## src/rtl/wdg_pkg.sv

```systemverilog
package wdg_pkg;

    localparam int unsigned FSEL_W = 5;

    typedef logic [FSEL_W-1:0] fsel_t;

    // software-visible frequency control register
    typedef struct packed {
        logic  sw_en;
        fsel_t code;
        logic  safe_en;
        logic  mn_en;
    } freq_cfg_t;

    // code restored when the watchdog runs out
    function automatic fsel_t fallback_code(input logic safe_en,
                                            input fsel_t safe,
                                            input fsel_t strap);
        return safe_en ? safe : strap;
    endfunction

endpackage

```

## src/rtl/wdg_countdown.sv

```systemverilog
module wdg_countdown #(
    parameter int unsigned CNT_W     = 7,
    parameter int unsigned DEPTH_RST = 8
) (
    input  logic             clk,
    input  logic             rst,
    input  logic             tick_i,
    input  logic             depth_wr_i,
    input  logic [CNT_W-1:0] depth_wdata_i,
    input  logic             ctl_wr_i,
    input  logic             ctl_arm_i,
    output logic [CNT_W-1:0] depth_rd_o,
    output logic             run_o,
    output logic             flag_o,
    output logic             expire_o
);
    localparam logic [CNT_W-1:0] DEPTH_INIT = CNT_W'(DEPTH_RST);
    localparam logic [CNT_W-1:0] ONE        = CNT_W'(1);

    logic [CNT_W-1:0] depth_cfg_q;
    logic [CNT_W-1:0] cnt_q;
    logic             run_q;
    logic             flag_q;

    // a pending write of either kind overrides the expiring tick
    assign expire_o   = run_q && tick_i && (cnt_q <= ONE) && !depth_wr_i && !ctl_wr_i;
    assign depth_rd_o = run_q ? cnt_q : depth_cfg_q;
    assign run_o      = run_q;
    assign flag_o     = flag_q;

    always_ff @(posedge clk) begin
        if (rst) begin
            depth_cfg_q <= DEPTH_INIT;
            cnt_q       <= '0;
            run_q       <= 1'b0;
            flag_q      <= 1'b0;
        end else begin
            if (depth_wr_i) begin
                depth_cfg_q <= depth_wdata_i;
                if (run_q) begin
                    cnt_q  <= depth_wdata_i;
                    flag_q <= 1'b0;
                end
            end
            if (ctl_wr_i) begin
                if (ctl_arm_i) begin
                    run_q  <= 1'b1;
                    flag_q <= 1'b0;
                    cnt_q  <= depth_wr_i ? depth_wdata_i : depth_cfg_q;
                end else begin
                    run_q <= 1'b0;
                end
            end else if (expire_o) begin
                run_q  <= 1'b0;
                flag_q <= 1'b1;
                cnt_q  <= '0;
            end else if (run_q && tick_i && !depth_wr_i) begin
                cnt_q <= cnt_q - ONE;
            end
        end
    end
endmodule

```

## src/rtl/wdg_pulse.sv

```systemverilog
module wdg_pulse #(
    parameter int unsigned PULSE_TICKS = 1
) (
    input  logic clk,
    input  logic rst,
    input  logic tick_i,
    input  logic start_i,
    output logic drive_o
);
    localparam int unsigned PW = $clog2(PULSE_TICKS + 1);
    localparam logic [PW-1:0] LOAD = PW'(PULSE_TICKS);

    logic [PW-1:0] left_q;

    assign drive_o = (left_q != '0);

    // the start edge is itself a tick, so it loads rather than counts
    always_ff @(posedge clk) begin
        if (rst) begin
            left_q <= '0;
        end else if (start_i) begin
            left_q <= LOAD;
        end else if (tick_i && drive_o) begin
            left_q <= left_q - PW'(1);
        end
    end
endmodule

```

## src/rtl/wdg_freqsel.sv

```systemverilog
module wdg_freqsel
    import wdg_pkg::*;
#(
    parameter logic [FSEL_W-1:0] FSEL_RST = 5'b00010,
    parameter logic [FSEL_W-1:0] SAFE_RST = 5'b00010
) (
    input  logic      clk,
    input  logic      rst,
    input  logic      expire_i,
    input  fsel_t     strap_i,
    input  logic      freq_wr_i,
    input  freq_cfg_t freq_wdata_i,
    input  logic      safe_wr_i,
    input  fsel_t     safe_wdata_i,
    output freq_cfg_t cfg_o,
    output fsel_t     safe_o,
    output fsel_t     eff_o
);
    freq_cfg_t cfg_q;
    fsel_t     safe_q;

    assign cfg_o  = cfg_q;
    assign safe_o = safe_q;
    assign eff_o  = cfg_q.sw_en ? cfg_q.code : strap_i;

    always_ff @(posedge clk) begin
        if (rst) begin
            cfg_q  <= '{sw_en: 1'b0, code: FSEL_RST, safe_en: 1'b0, mn_en: 1'b0};
            safe_q <= SAFE_RST;
        end else begin
            if (safe_wr_i) begin
                safe_q <= safe_wdata_i;
            end
            if (expire_i) begin
                cfg_q.mn_en <= 1'b0;
                cfg_q.sw_en <= 1'b1;
                cfg_q.code  <= fallback_code(cfg_q.safe_en, safe_q, strap_i);
            end else if (freq_wr_i) begin
                cfg_q <= freq_wdata_i;
            end
        end
    end
endmodule

```

## src/rtl/wdg_guard.sv

```systemverilog
module wdg_guard
    import wdg_pkg::*;
#(
    parameter int unsigned CNT_W       = 7,
    parameter int unsigned DEPTH_RST   = 8,
    parameter int unsigned PULSE_TICKS = 1
) (
    input  logic             clk,
    input  logic             rst,
    input  logic             tick_i,
    input  logic [4:0]       strap_fsel_i,
    input  logic             depth_wr_i,
    input  logic [CNT_W-1:0] depth_wdata_i,
    input  logic             ctl_wr_i,
    input  logic             ctl_arm_i,
    input  logic [4:0]       ctl_safe_i,
    input  logic             freq_wr_i,
    input  logic             freq_sw_en_i,
    input  logic [4:0]       freq_code_i,
    input  logic             freq_safe_en_i,
    input  logic             freq_mn_en_i,
    output logic [CNT_W-1:0] depth_rd_o,
    output logic             run_o,
    output logic             tmo_flag_o,
    output logic [4:0]       safe_code_o,
    output logic             sw_en_o,
    output logic [4:0]       fsel_code_o,
    output logic             safe_en_o,
    output logic             mn_en_o,
    output logic [4:0]       eff_fsel_o,
    output logic             rst_drive_o
);
    logic      expire;
    freq_cfg_t freq_wdata;
    freq_cfg_t cfg;

    assign freq_wdata = '{sw_en: freq_sw_en_i, code: freq_code_i,
                          safe_en: freq_safe_en_i, mn_en: freq_mn_en_i};

    wdg_countdown #(.CNT_W(CNT_W), .DEPTH_RST(DEPTH_RST)) cnt_i (
        .clk          (clk),
        .rst          (rst),
        .tick_i       (tick_i),
        .depth_wr_i   (depth_wr_i),
        .depth_wdata_i(depth_wdata_i),
        .ctl_wr_i     (ctl_wr_i),
        .ctl_arm_i    (ctl_arm_i),
        .depth_rd_o   (depth_rd_o),
        .run_o        (run_o),
        .flag_o       (tmo_flag_o),
        .expire_o     (expire)
    );

    wdg_pulse #(.PULSE_TICKS(PULSE_TICKS)) pulse_i (
        .clk    (clk),
        .rst    (rst),
        .tick_i (tick_i),
        .start_i(expire),
        .drive_o(rst_drive_o)
    );

    wdg_freqsel fsel_i (
        .clk         (clk),
        .rst         (rst),
        .expire_i    (expire),
        .strap_i     (strap_fsel_i),
        .freq_wr_i   (freq_wr_i),
        .freq_wdata_i(freq_wdata),
        .safe_wr_i   (ctl_wr_i),
        .safe_wdata_i(ctl_safe_i),
        .cfg_o       (cfg),
        .safe_o      (safe_code_o),
        .eff_o       (eff_fsel_o)
    );

    assign sw_en_o     = cfg.sw_en;
    assign fsel_code_o = cfg.code;
    assign safe_en_o   = cfg.safe_en;
    assign mn_en_o     = cfg.mn_en;
endmodule

```

## config.mk

```make
export PLATFORM = sky130hd
export DESIGN_NAME = wdg_guard
export DESIGN_NICKNAME = d
export VERILOG_FILES = /design/src/rtl/wdg_pkg.sv /design/src/rtl/wdg_countdown.sv /design/src/rtl/wdg_pulse.sv /design/src/rtl/wdg_freqsel.sv /design/src/rtl/wdg_guard.sv
export SDC_FILE = /design/constraint.sdc
export NUM_CORES = 1
export LEC_CHECK = 0
export BUFFER_PORTS_ARGS = -buffer_cell sky130_fd_sc_hd__buf_2
export CAP_MARGIN = 20
export CORE_UTILIZATION = 40
export CTS_BUF_LIST = sky130_fd_sc_hd__clkbuf_4
export DETAILED_ROUTE_END_ITERATION = 10
export GPL_TIMING_DRIVEN = 0
export MAX_ROUTING_LAYER = met4
export PLACE_DENSITY = 0.75
export SYNTH_ARGS = -nofsm -noshare
export SYNTH_HDL_FRONTEND = slang
export SYNTH_HIERARCHICAL = 1
export SYNTH_SLANG_ARGS = --single-unit
```

## constraint.sdc

```tcl
create_clock -name clk -period 3.4 [get_ports clk]
set_input_delay 0.17 -clock clk [delete_from_list [all_inputs] [get_ports clk]]
set_output_delay 0.17 -clock clk [all_outputs]
set_load 0.02 [all_outputs]
```

==> results of run 1 <==
## per-stage QoR
step           util [%]  setup slack, ns  std cells  cell area (µm²)
6_report           51.6             1.50        309             2250
5_1_grt            51.6             1.40        309             2250
4_1_cts            51.6             1.48        309             2250
3_5_place_dp       49.3             1.57        301             2150
3_3_place_gp       49.3             1.59        301             2150
2_1_floorplan         -             1.72        193             1800
## cell type report
cell class	count	area, µm²	share of cell area [%]
clock inverter	3	63.8	2.84
sequential	30	601	26.7
timing repair buffer	56	280	12.5
multi-input combinational	143	1080	48.1
tap	52	65.1	2.89
buffer	13	93.8	4.17
inverter	7	26.3	1.17
clock buffer	5	37.5	1.67
## kinds of logic after synthesis
| family | Yosys count | share of synthesized area (%) |
|---|---|---|
| AO/OA/AOI/OAI | 53 | 20.7 |
| adder cells (fa/ha/maj) | 2 | 1.39 |
| flip-flops | 30 | 33.3 |
| buffers and inverters | 20 | 6.67 |
| multiplexers | 36 | 21.3 |
| AND/OR/NAND/NOR | 52 | 16.6 |
## routing by layer
layer  share of wire, %  vias up
met5                  0        -
met4                2.1        0
met3                5.2       10
met2                 49       59
met1                 44      773
li1                   -      834
## how the worst max path moves through the flow
stage	startpoint	slack (ns)	cells past startpoint	end
3_5_place_dp	cnt_i/run_o	1.57	6	fsel_i/cfg_o[3]
5_1_grt	cnt_i/cnt_q[0]	1.40	6	fsel_i/cfg_o[3]
4_1_cts	cnt_i/run_o	1.48	4	depth_rd_o[1]
6_report	cnt_i/run_o	1.50	4	depth_rd_o[1]
3_3_place_gp	cnt_i/run_o	1.59	6	fsel_i/cfg_o[3]
2_1_floorplan	cnt_i/run_o	1.72	6	fsel_i/cfg_o[3]
## worst reg2reg max path, cell delays in order (launching register included)
cell,delay [ns]
dfxtp_1,0.34
buf_2,0.22
and3b_1,0.28
nand4b_1,0.12
nor2_1,0.32
nand2b_1,0.21
o22a_1,0.26
## synth_stat cells (2+ instances only)
library cell / count
a211oi_1: 2
a21oi_1: 8
a22oi_1: 2
a32oi_1: 4
buf_2: 6
buf_6: 5
clkbuf_1: 2
dfxtp_1: 30
ha_1: 2
inv_1: 7
mux2_1: 2
mux2_2: 17
mux2i_1: 17
nand2_1: 8
nand2_2: 2
nand2b_1: 7
nand4b_1: 2
nor2_1: 15
nor2b_1: 7
o21a_1: 2
o21ai_0: 9
o21bai_1: 2
o221ai_1: 2
o22ai_1: 8
o31ai_1: 2
## flip-flops by register name, summed over array words and instances (netlist names)
register           cells
fsel_i/cfg_o           8
cnt_i/cnt_q            7
cnt_i/depth_cfg_q      7
fsel_i/safe_o          5
cnt_i/flag_o           1
cnt_i/run_o            1
pulse_i/drive_o        1
## power by group
| group | leakage (µW) | switching, µW | internal [µW] |
|---|---|---|---|
| Combinational | 0.000714 | 110 | 96.9 |
| Sequential | 0.000247 | 22.9 | 373 |
| Clock | 0.0000528 | 135 | 226 |
==> results_dict.tcl, run 1 <==
set metrics [dict create \
    core_area_um2 4350 \
    finalCritPeriodShare_pct 55.8 \
    p_per_area_nw_per_um2 429 \
    p_leak_uw 0.00101 \
    period_needed_ns 1.90 \
    rsz0062_at_grt "false" \
    final_common_cell "buf_2" \
    synth_largest_area_cell "dfxtp_1" \
    final_max_slew_viol_count 0 \
    worst_pin_slew_ns 0.530 \
    grt_pass1_wl_um 7650 \
    ios 60 \
    synth_edf_count 0 \
    run_status "finished clean" \
    dp_hpwl_um 3230 \
    cp_top_family "buffers and inverters" \
    clk_path_buf_depth 2 \
    grt.overflow.total 0 \
    fin_tns_setup_ns 0 \
    critPathLaunchType "flip-flop" \
    vias 1676 \
    fp-row-count 24 \
    critPathArrivalTime_ns 1.73 \
    cts_made_buffers 5 \
    slew_headroom_pct 64.6 \
    synthArstFlopShare_pct 0 \
    clkTransAtPathRegs_ns 0.10 \
    drive_gt1_share_pct 39.7 \
    yosys_warnings 6 \
    yosysSeqAreaShare_pct 33.3 \
    avgViaCountPerCell 5.42 \
    drv_cap 0 \
    cp-end-kind "output port" \
    critPathBufInv 3 \
    grt_util_all_layers_pct 20.6 \
    hold_start "rst" \
    critical_path.slowest_cell "mux2_2" \
    grt_start_max_net_pins 11 \
    synthCells 193 \
    final_nets 290 \
    crit_chain "buf_2 -> buf_2 -> mux2_2 -> buf_2" \
    fin_hold_ws_ns 0.0268 \
    antenna_found_initial 0 \
    wl_per_cell_um 14.5 \
    cts.sinks 30 \
    final-setup-viol-count 0 \
    cts_setup_buffers 0 \
    synth_top_area_share_pct 33.3 \
    finalPower_uw 964 \
    syn_area_um2 1800 \
    crit_top_cell "buf_2" \
    hp-class "in2reg" \
    fmax_ghz 0.527 \
    grtUsageMet3_pct 5.12 \
    layout_common_cells "62 x buf_2, 30 x dfxtp_1, 17 x mux2_2, 17 x mux2i_1, 15 x nor2_1" \
    place_congestion 0.822 \
    worstHoldPathCells 2 \
    antennaDiodeCount 0 \
    synth_ff_type "dfxtp_1" \
    cts_hold_buffers 0 \
    cts-root-buf "clkbuf_4" \
    die_area_um2 4780 \
    cts_tree "yes" \
    cp.required_ns 3.23 \
    finalHoldViolations 0 \
    slowest_delay_ns 0.37 \
    met2_usage_pct 32.9 \
    vdd_drop_max_uv 290 \
    syn_nets 227 \
    cp_max_fo 10 \
    synth_area_per_cell_um2 9.34 \
    crit_type "reg2out" \
    skew_ns 0.00766 \
    die_y_um 69.1 \
    chipWidth_um 69.1 \
    grt_pass1_vias 1641 \
    timing.rr.start "cnt_i/run_o" \
    clkLatencyLatePin_ns 0.34 \
    synth_area_leaders "dfxtp_1 33%, mux2_2 11%, mux2i_1 9.4%" \
    r2r_setup_slack_ns 1.55 \
    htreeDepth 2 \
    drt_wl_total_um 4490 \
    grt.met1_usage_pct 24.8 \
    rr_worst_depth 6 \
    busiest_layer "met2" \
    cts_resized 0 \
    start_util_pct 41.4 \
    timing.rr.end "fsel_i/cfg_o[3]" \
    placement.io_buffers 56 \
    synth_cell_type_count 48 \
    drc 0 \
    fillCellCount 418 \
    layout-area-overhead-vs-synth_pct 24.8 \
    hold_end "pulse_i/drive_o" \
    ant_nets 0 \
    drt_iter0_drc 72 \
    first_pass_iters 4 \
    synth-seq-cells 30 \
]
(Power assumes the default switching activity.)
==> run 2: changes to the inputs <==
==> constraint.sdc (replaced) <==
create_clock -name clk -period 1.9 [get_ports clk]
set_input_delay 0.095 -clock clk [delete_from_list [all_inputs] [get_ports clk]]
set_output_delay 0.095 -clock clk [all_outputs]
set_load 0.02 [all_outputs]
==> run 2 against run 1 <==
Non-clock buffer count grew 5. Clock skew hardly changed. Wire length grew 0.62%. Sequential power increased by 79%. Highest routed layer unchanged.
==> results_dict.tcl, run 2 (synthesized netlist as in run 1, its figures left out) <==
set metrics [dict create \
    run_status "finished clean" \
    hold_start "ctl_safe_i[3]" \
    drv_cap 0 \
    cts_tree "yes" \
    grt_pass1_wl_um 7700 \
    hold_end "fsel_i/safe_o[3]" \
    avgViaCountPerCell 5.33 \
    final-setup-viol-count 0 \
    ant_nets 0 \
    timing.rr.end "fsel_i/cfg_o[3]" \
    dp_hpwl_um 3230 \
    fmax_ghz 0.562 \
    rsz0062_at_grt "false" \
    first_pass_iters 4 \
    final_max_slew_viol_count 0 \
    grt.overflow.total 0 \
    fp-row-count 24 \
    finalPower_uw 1730 \
    slew_headroom_pct 64.0 \
    finalHoldViolations 0 \
    fillCellCount 411 \
    wl_per_cell_um 14.4 \
    worstHoldPathCells 3 \
    crit_type "reg2out" \
    vdd_drop_max_uv 519 \
    htreeDepth 2 \
    hp-class "in2reg" \
    critPathArrivalTime_ns 1.68 \
    skew_ns 0.00756 \
    cts-root-buf "clkbuf_4" \
    crit_chain "buf_2 -> clkbuf_4 -> mux2_2 -> buf_2" \
    core_area_um2 4350 \
    grt_pass1_vias 1672 \
    grt_start_max_net_pins 11 \
    finalCritPeriodShare_pct 93.6 \
    timing.rr.start "cnt_i/run_o" \
    die_area_um2 4780 \
    largest_reg_flops 8 \
    vias 1675 \
    layout_common_cells "61 x buf_2, 30 x dfxtp_1, 17 x mux2_2, 17 x mux2i_1, 14 x nor2_1" \
    r2r_setup_slack_ns 0.14 \
    drt_iter0_drc 49 \
    slowest_delay_ns 0.35 \
    drt_wl_total_um 4520 \
    grt_util_all_layers_pct 20.7 \
    worst_pin_slew_ns 0.541 \
    final_common_cell "buf_2" \
    clkLatencyLatePin_ns 0.34 \
    chipWidth_um 69.1 \
    critPathBufInv 3 \
    cts_made_buffers 5 \
    clkTransAtPathRegs_ns 0.10 \
    antenna_found_initial 0 \
    cp_top_family "buffers and inverters" \
    final_nets 295 \
    cp_max_fo 10 \
    rr_worst_depth 6 \
    layout-area-overhead-vs-synth_pct 27.8 \
    clk_path_buf_depth 2 \
    crit_top_cell "buf_2" \
    cts.sinks 30 \
    die_y_um 69.1 \
    p_per_area_nw_per_um2 752 \
    placement.io_buffers 56 \
    p_leak_uw 0.00103 \
    critical_path.slowest_cell "dfxtp_1" \
    ios 60 \
    fin_hold_ws_ns 0.00811 \
    drive_gt1_share_pct 39.3 \
    cp.required_ns 1.80 \
    critPathLaunchType "flip-flop" \
    start_util_pct 41.4 \
    drc 0 \
    period_needed_ns 1.78 \
    fin_tns_setup_ns 0 \
    regArea_um2 601 \
    cts_setup_buffers 0 \
    cp-end-kind "output port" \
    multiInputGateArea_um2 1080 \
    antennaDiodeCount 0 \
    place_congestion 0.822 \
]
==> run 2: changes by cell type in the layout (fill, tap and decap cells not counted) <==
cell,delta
dlygate4sd3_1,+5
nor2_2,+1
buf_2,-1
clkbuf_4,+1
nor2_1,-1
==> run 2: per-layer routing <==
layer / global-route usage [%] / routed length [µm] / up-vias
met4: 7.94 / 97 / 0
met1: 24.8 / 2030 / 768
met2: 33.3 / 2150 / 55
met5: - / 0 / -
met3: 5.12 / 248 / 10
li1: - / - / 842
==> run 2: worst register-to-register path, stage by stage, from the launching register on <==
cell and delay [ns]:
dfxtp_1 0.35, buf_2 0.22, and3b_1 0.28, nand4b_1 0.14
nor2_2 0.24, nand2b_1 0.19, o22a_1 0.25
==> run 2: area by class of cell <==
| cell class | instances | area share, % |
|---|---|---|
| inverters | 7 | 1.14 |
| clock inverters | 3 | 2.77 |
| clock buffers | 5 | 1.63 |
| well taps | 52 | 2.82 |
| multi-input cells | 143 | 47.0 |
| plain buffers | 13 | 4.18 |
| repair buffers | 61 | 14.3 |
| flip-flops and latches | 30 | 26.1 |
==> run 2: power breakdown <==
part | total (µW) | internal, µW | switching (µW)
Sequential | 708 | 667 | 41.0
Clock | 644 | 405 | 239
Combinational | 379 | 181 | 199
==> run 2: timing repair <==
| action | 4_1_cts | 5_1_grt |
|---|---|---|
| endpoints found under the hold margin | 5 | 0 |
| setup endpoints to repair | 0 | 6 |
| hold buffers | 5 | 0 |
| gates resized for setup | 0 | 2 |
==> run 2: how the worst max path moves through the flow <==
stage | endpoint | depth (start not counted) | from | slack [ns]
2_1_floorplan | fsel_i/cfg_o[3] | 6 | cnt_i/run_o | 0.22
3_3_place_gp | fsel_i/cfg_o[3] | 6 | cnt_i/run_o | 0.09
3_5_place_dp | fsel_i/cfg_o[3] | 6 | cnt_i/run_o | 0.07
4_1_cts | fsel_i/cfg_o[3] | 6 | cnt_i/run_o | 0.04
5_1_grt | fsel_i/cfg_o[3] | 8 | cnt_i/cnt_q[1] | 0.009
6_report | depth_rd_o[1] | 4 | cnt_i/run_o | 0.12
==> run 2: per-stage QoR <==
step / cell area [µm²] / utilization (%) / setup WS [ns] / cells
global placement: 2150 / 49.3 / 0.0885 / 301
CTS: 2300 / 52.8 / 0.0446 / 314
global route: 2300 / 52.9 / 0.00899 / 314
detailed placement: 2150 / 49.3 / 0.0734 / 301
finish: 2300 / 52.9 / 0.121 / 314
floorplan: 1800 / - / 0.222 / 193
==> run 3: changes to the inputs <==
--- a/config.mk
+++ b/config.mk
@@ -7,12 +7,14 @@
 export LEC_CHECK = 0
 export BUFFER_PORTS_ARGS = -buffer_cell sky130_fd_sc_hd__buf_2
 export CAP_MARGIN = 20
-export CORE_UTILIZATION = 40
+export CELL_PAD_IN_SITES_DETAIL_PLACEMENT = 1
+export CELL_PAD_IN_SITES_GLOBAL_PLACEMENT = 1
+export CORE_UTILIZATION = 38
 export CTS_BUF_LIST = sky130_fd_sc_hd__clkbuf_4
 export DETAILED_ROUTE_END_ITERATION = 10
 export GPL_TIMING_DRIVEN = 0
 export MAX_ROUTING_LAYER = met4
-export PLACE_DENSITY = 0.75
+export PLACE_DENSITY = 0.9
 export SYNTH_ARGS = -nofsm -noshare
 export SYNTH_HDL_FRONTEND = slang
 export SYNTH_HIERARCHICAL = 1
==> run 3 against run 2 <==
The run now ends with design-rule violations left. Global-route usage grew 2.5 points. Largest power group unchanged. Sequential share of layout area grew 0.40 points. Critical path type unchanged. Wire length grew 17%. Largest cell class unchanged. Fmax shrank 1.3%. Core utilization shrank 1.6 points.
==> results_dict.tcl, run 3 (synthesized netlist as in run 1, its figures left out) <==
set metrics [dict create \
    grt_util_all_layers_pct 23.2 \
    fin_area_um2 2280 \
    drt_wl_total_um 5280 \
    ant_nets 0 \
    antennaDiodeCount 0 \
    drt_iter0_drc 72 \
    fin_tns_setup_ns 0 \
    critPathLaunchType "flip-flop" \
    failed_checks "design-rule violations" \
    layout_common_cells "61 x buf_2, 28 x dfxtp_1, 17 x mux2_2, 17 x mux2i_1, 14 x nor2_1" \
    wl_met3_um 329 \
    p_leak_uw 0.00102 \
    wl_met1_um 2220 \
    p_per_area_nw_per_um2 655 \
    cp.required_ns 1.80 \
    finalCritPeriodShare_pct 94.9 \
    drc 18 \
    switchingPower_uw 488 \
    drive_gt1_share_pct 39.8 \
    final_max_slew_viol_count 0 \
    cts_made_buffers 5 \
    core_area_um2 4440 \
    fmax_ghz 0.555 \
    highest_layer "met4" \
    clkLatencyLatePin_ns 0.35 \
    grt.overflow.total 0 \
    period_needed_ns 1.80 \
    clkTransAtPathRegs_ns 0.10 \
    finalPower_uw 1490 \
    wl_per_cell_um 16.7 \
    final_common_cell "buf_2" \
    final_nets 297 \
    chipWidth_um 70.9 \
    die_y_um 70.9 \
    vias 1751 \
    wl_met2_um 2610 \
    worst_pin_slew_ns 0.548 \
    hp-class "in2reg" \
    place_congestion 0.833 \
    dp_hpwl_um 3840 \
    crit_type "reg2out" \
    first_pass_iters 8 \
    final.setup.worst_slack_ns 0.0977 \
    clkPwrFrac_pct 26.0 \
    drv_cap 0 \
    run_status "finished with violations" \
    skew_ns 0.0112 \
    critPathArrivalTime_ns 1.71 \
    avgViaCountPerCell 5.54 \
    start_util_pct 40.5 \
    cts-root-buf "clkbuf_4" \
    largest_reg_flops 8 \
    layout-area-overhead-vs-synth_pct 26.5 \
    die_area_um2 5020 \
    clk_path_buf_depth 2 \
    p_int_uw 1000 \
    grt_pass1_wl_um 8710 \
    p_sw_share_pct 32.7 \
    cts.sinks 30 \
    power_frac_comb_pct 26.3 \
    fp-row-count 24 \
    cts_setup_buffers 0 \
    placement.io_buffers 56 \
    cp_max_fo 10 \
    slew_headroom_pct 63.5 \
    ios 60 \
    seq_power_share_pct 47.7 \
    grt_start_max_net_pins 11 \
    htreeDepth 2 \
    rsz0062_at_grt "false" \
    cp-end-kind "output port" \
    final-setup-viol-count 0 \
    dp_slack_ns 0.0837 \
    antenna_found_initial 0 \
    postPlaceCellArea_um2 2150 \
    cts_tree "yes" \
    finalHoldViolations 0 \
    grt_pass1_vias 1785 \
    vdd_drop_max_uv 378 \
]
==> run 3: changes by cell type in the layout (fill, tap and decap cells not counted) <==
cell,change
dlygate4sd3_1,+2
bufinv_16,-2
dfxtp_1,-2
clkbuf_4,+1
clkinv_2,+1
dfxtp_2,+2
==> run 3: path summary, 6_finish.rpt <==
path	startpoint	depth (start not counted)	slack [ns]	endpoint
hold reg to reg	pulse_i/drive_o	2	0.49	pulse_i/drive_o
hold / removal	freq_sw_en_i	3	0.02	fsel_i/cfg_o[7]
setup / recovery	cnt_i/run_o	4	0.1	depth_rd_o[2]
setup reg to reg	cnt_i/run_o	6	0.17	fsel_i/cfg_o[3]
==> run 3: power groups by stage <==
stage | Combinational (µW) | Clock, µW | Sequential, µW
floorplan | 237 | 0 | 735
global placement | 366 | 0 | 720
detailed placement | 377 | 0 | 724
CTS | 391 | 409 | 709
global route | 426 | 432 | 718
finish | 392 | 388 | 711
==> run 3: per-stage QoR <==
step,hold slack (ns),cells,utilization (%)
after detailed placement,0.312,301,48.3
after global placement,0.311,301,48.3
after floorplan,0.157,193,-
after CTS,0.00462,316,51.1
after global routing,0.0278,316,51.3
final,0.0212,316,51.3
==> run 3: critical path, cell delays in order (launching register included) <==
cell,delay [ns]
dfxtp_1,0.33
buf_2,0.23
clkbuf_4,0.28
mux2_2,0.36
buf_2,0.16
==> run 3: area by class of cell <==
class,instances,area [µm²]
multi-input combinational,143,1080
timing repair buffer,63,350
tap,52,65.1
buffer,13,96.3
inverter,7,26.3
clock inverter,2,8.76
sequential,30,603
fill,541,2170
clock buffer,6,45.0
==> run 3: what timing repair did <==
item	CTS	global route
hold buffers	7	0
hold endpoints to repair	7	0
endpoints found under the setup margin	0	11
gates resized for setup	0	4
==> run 3: per-layer routing <==
layer | track usage (%) | up-vias
li1 | - | 849
met1 | 25.7 | 831
met2 | 40.6 | 59
met3 | 4.84 | 12
met4 | 9.56 | 0
met5 | - | -
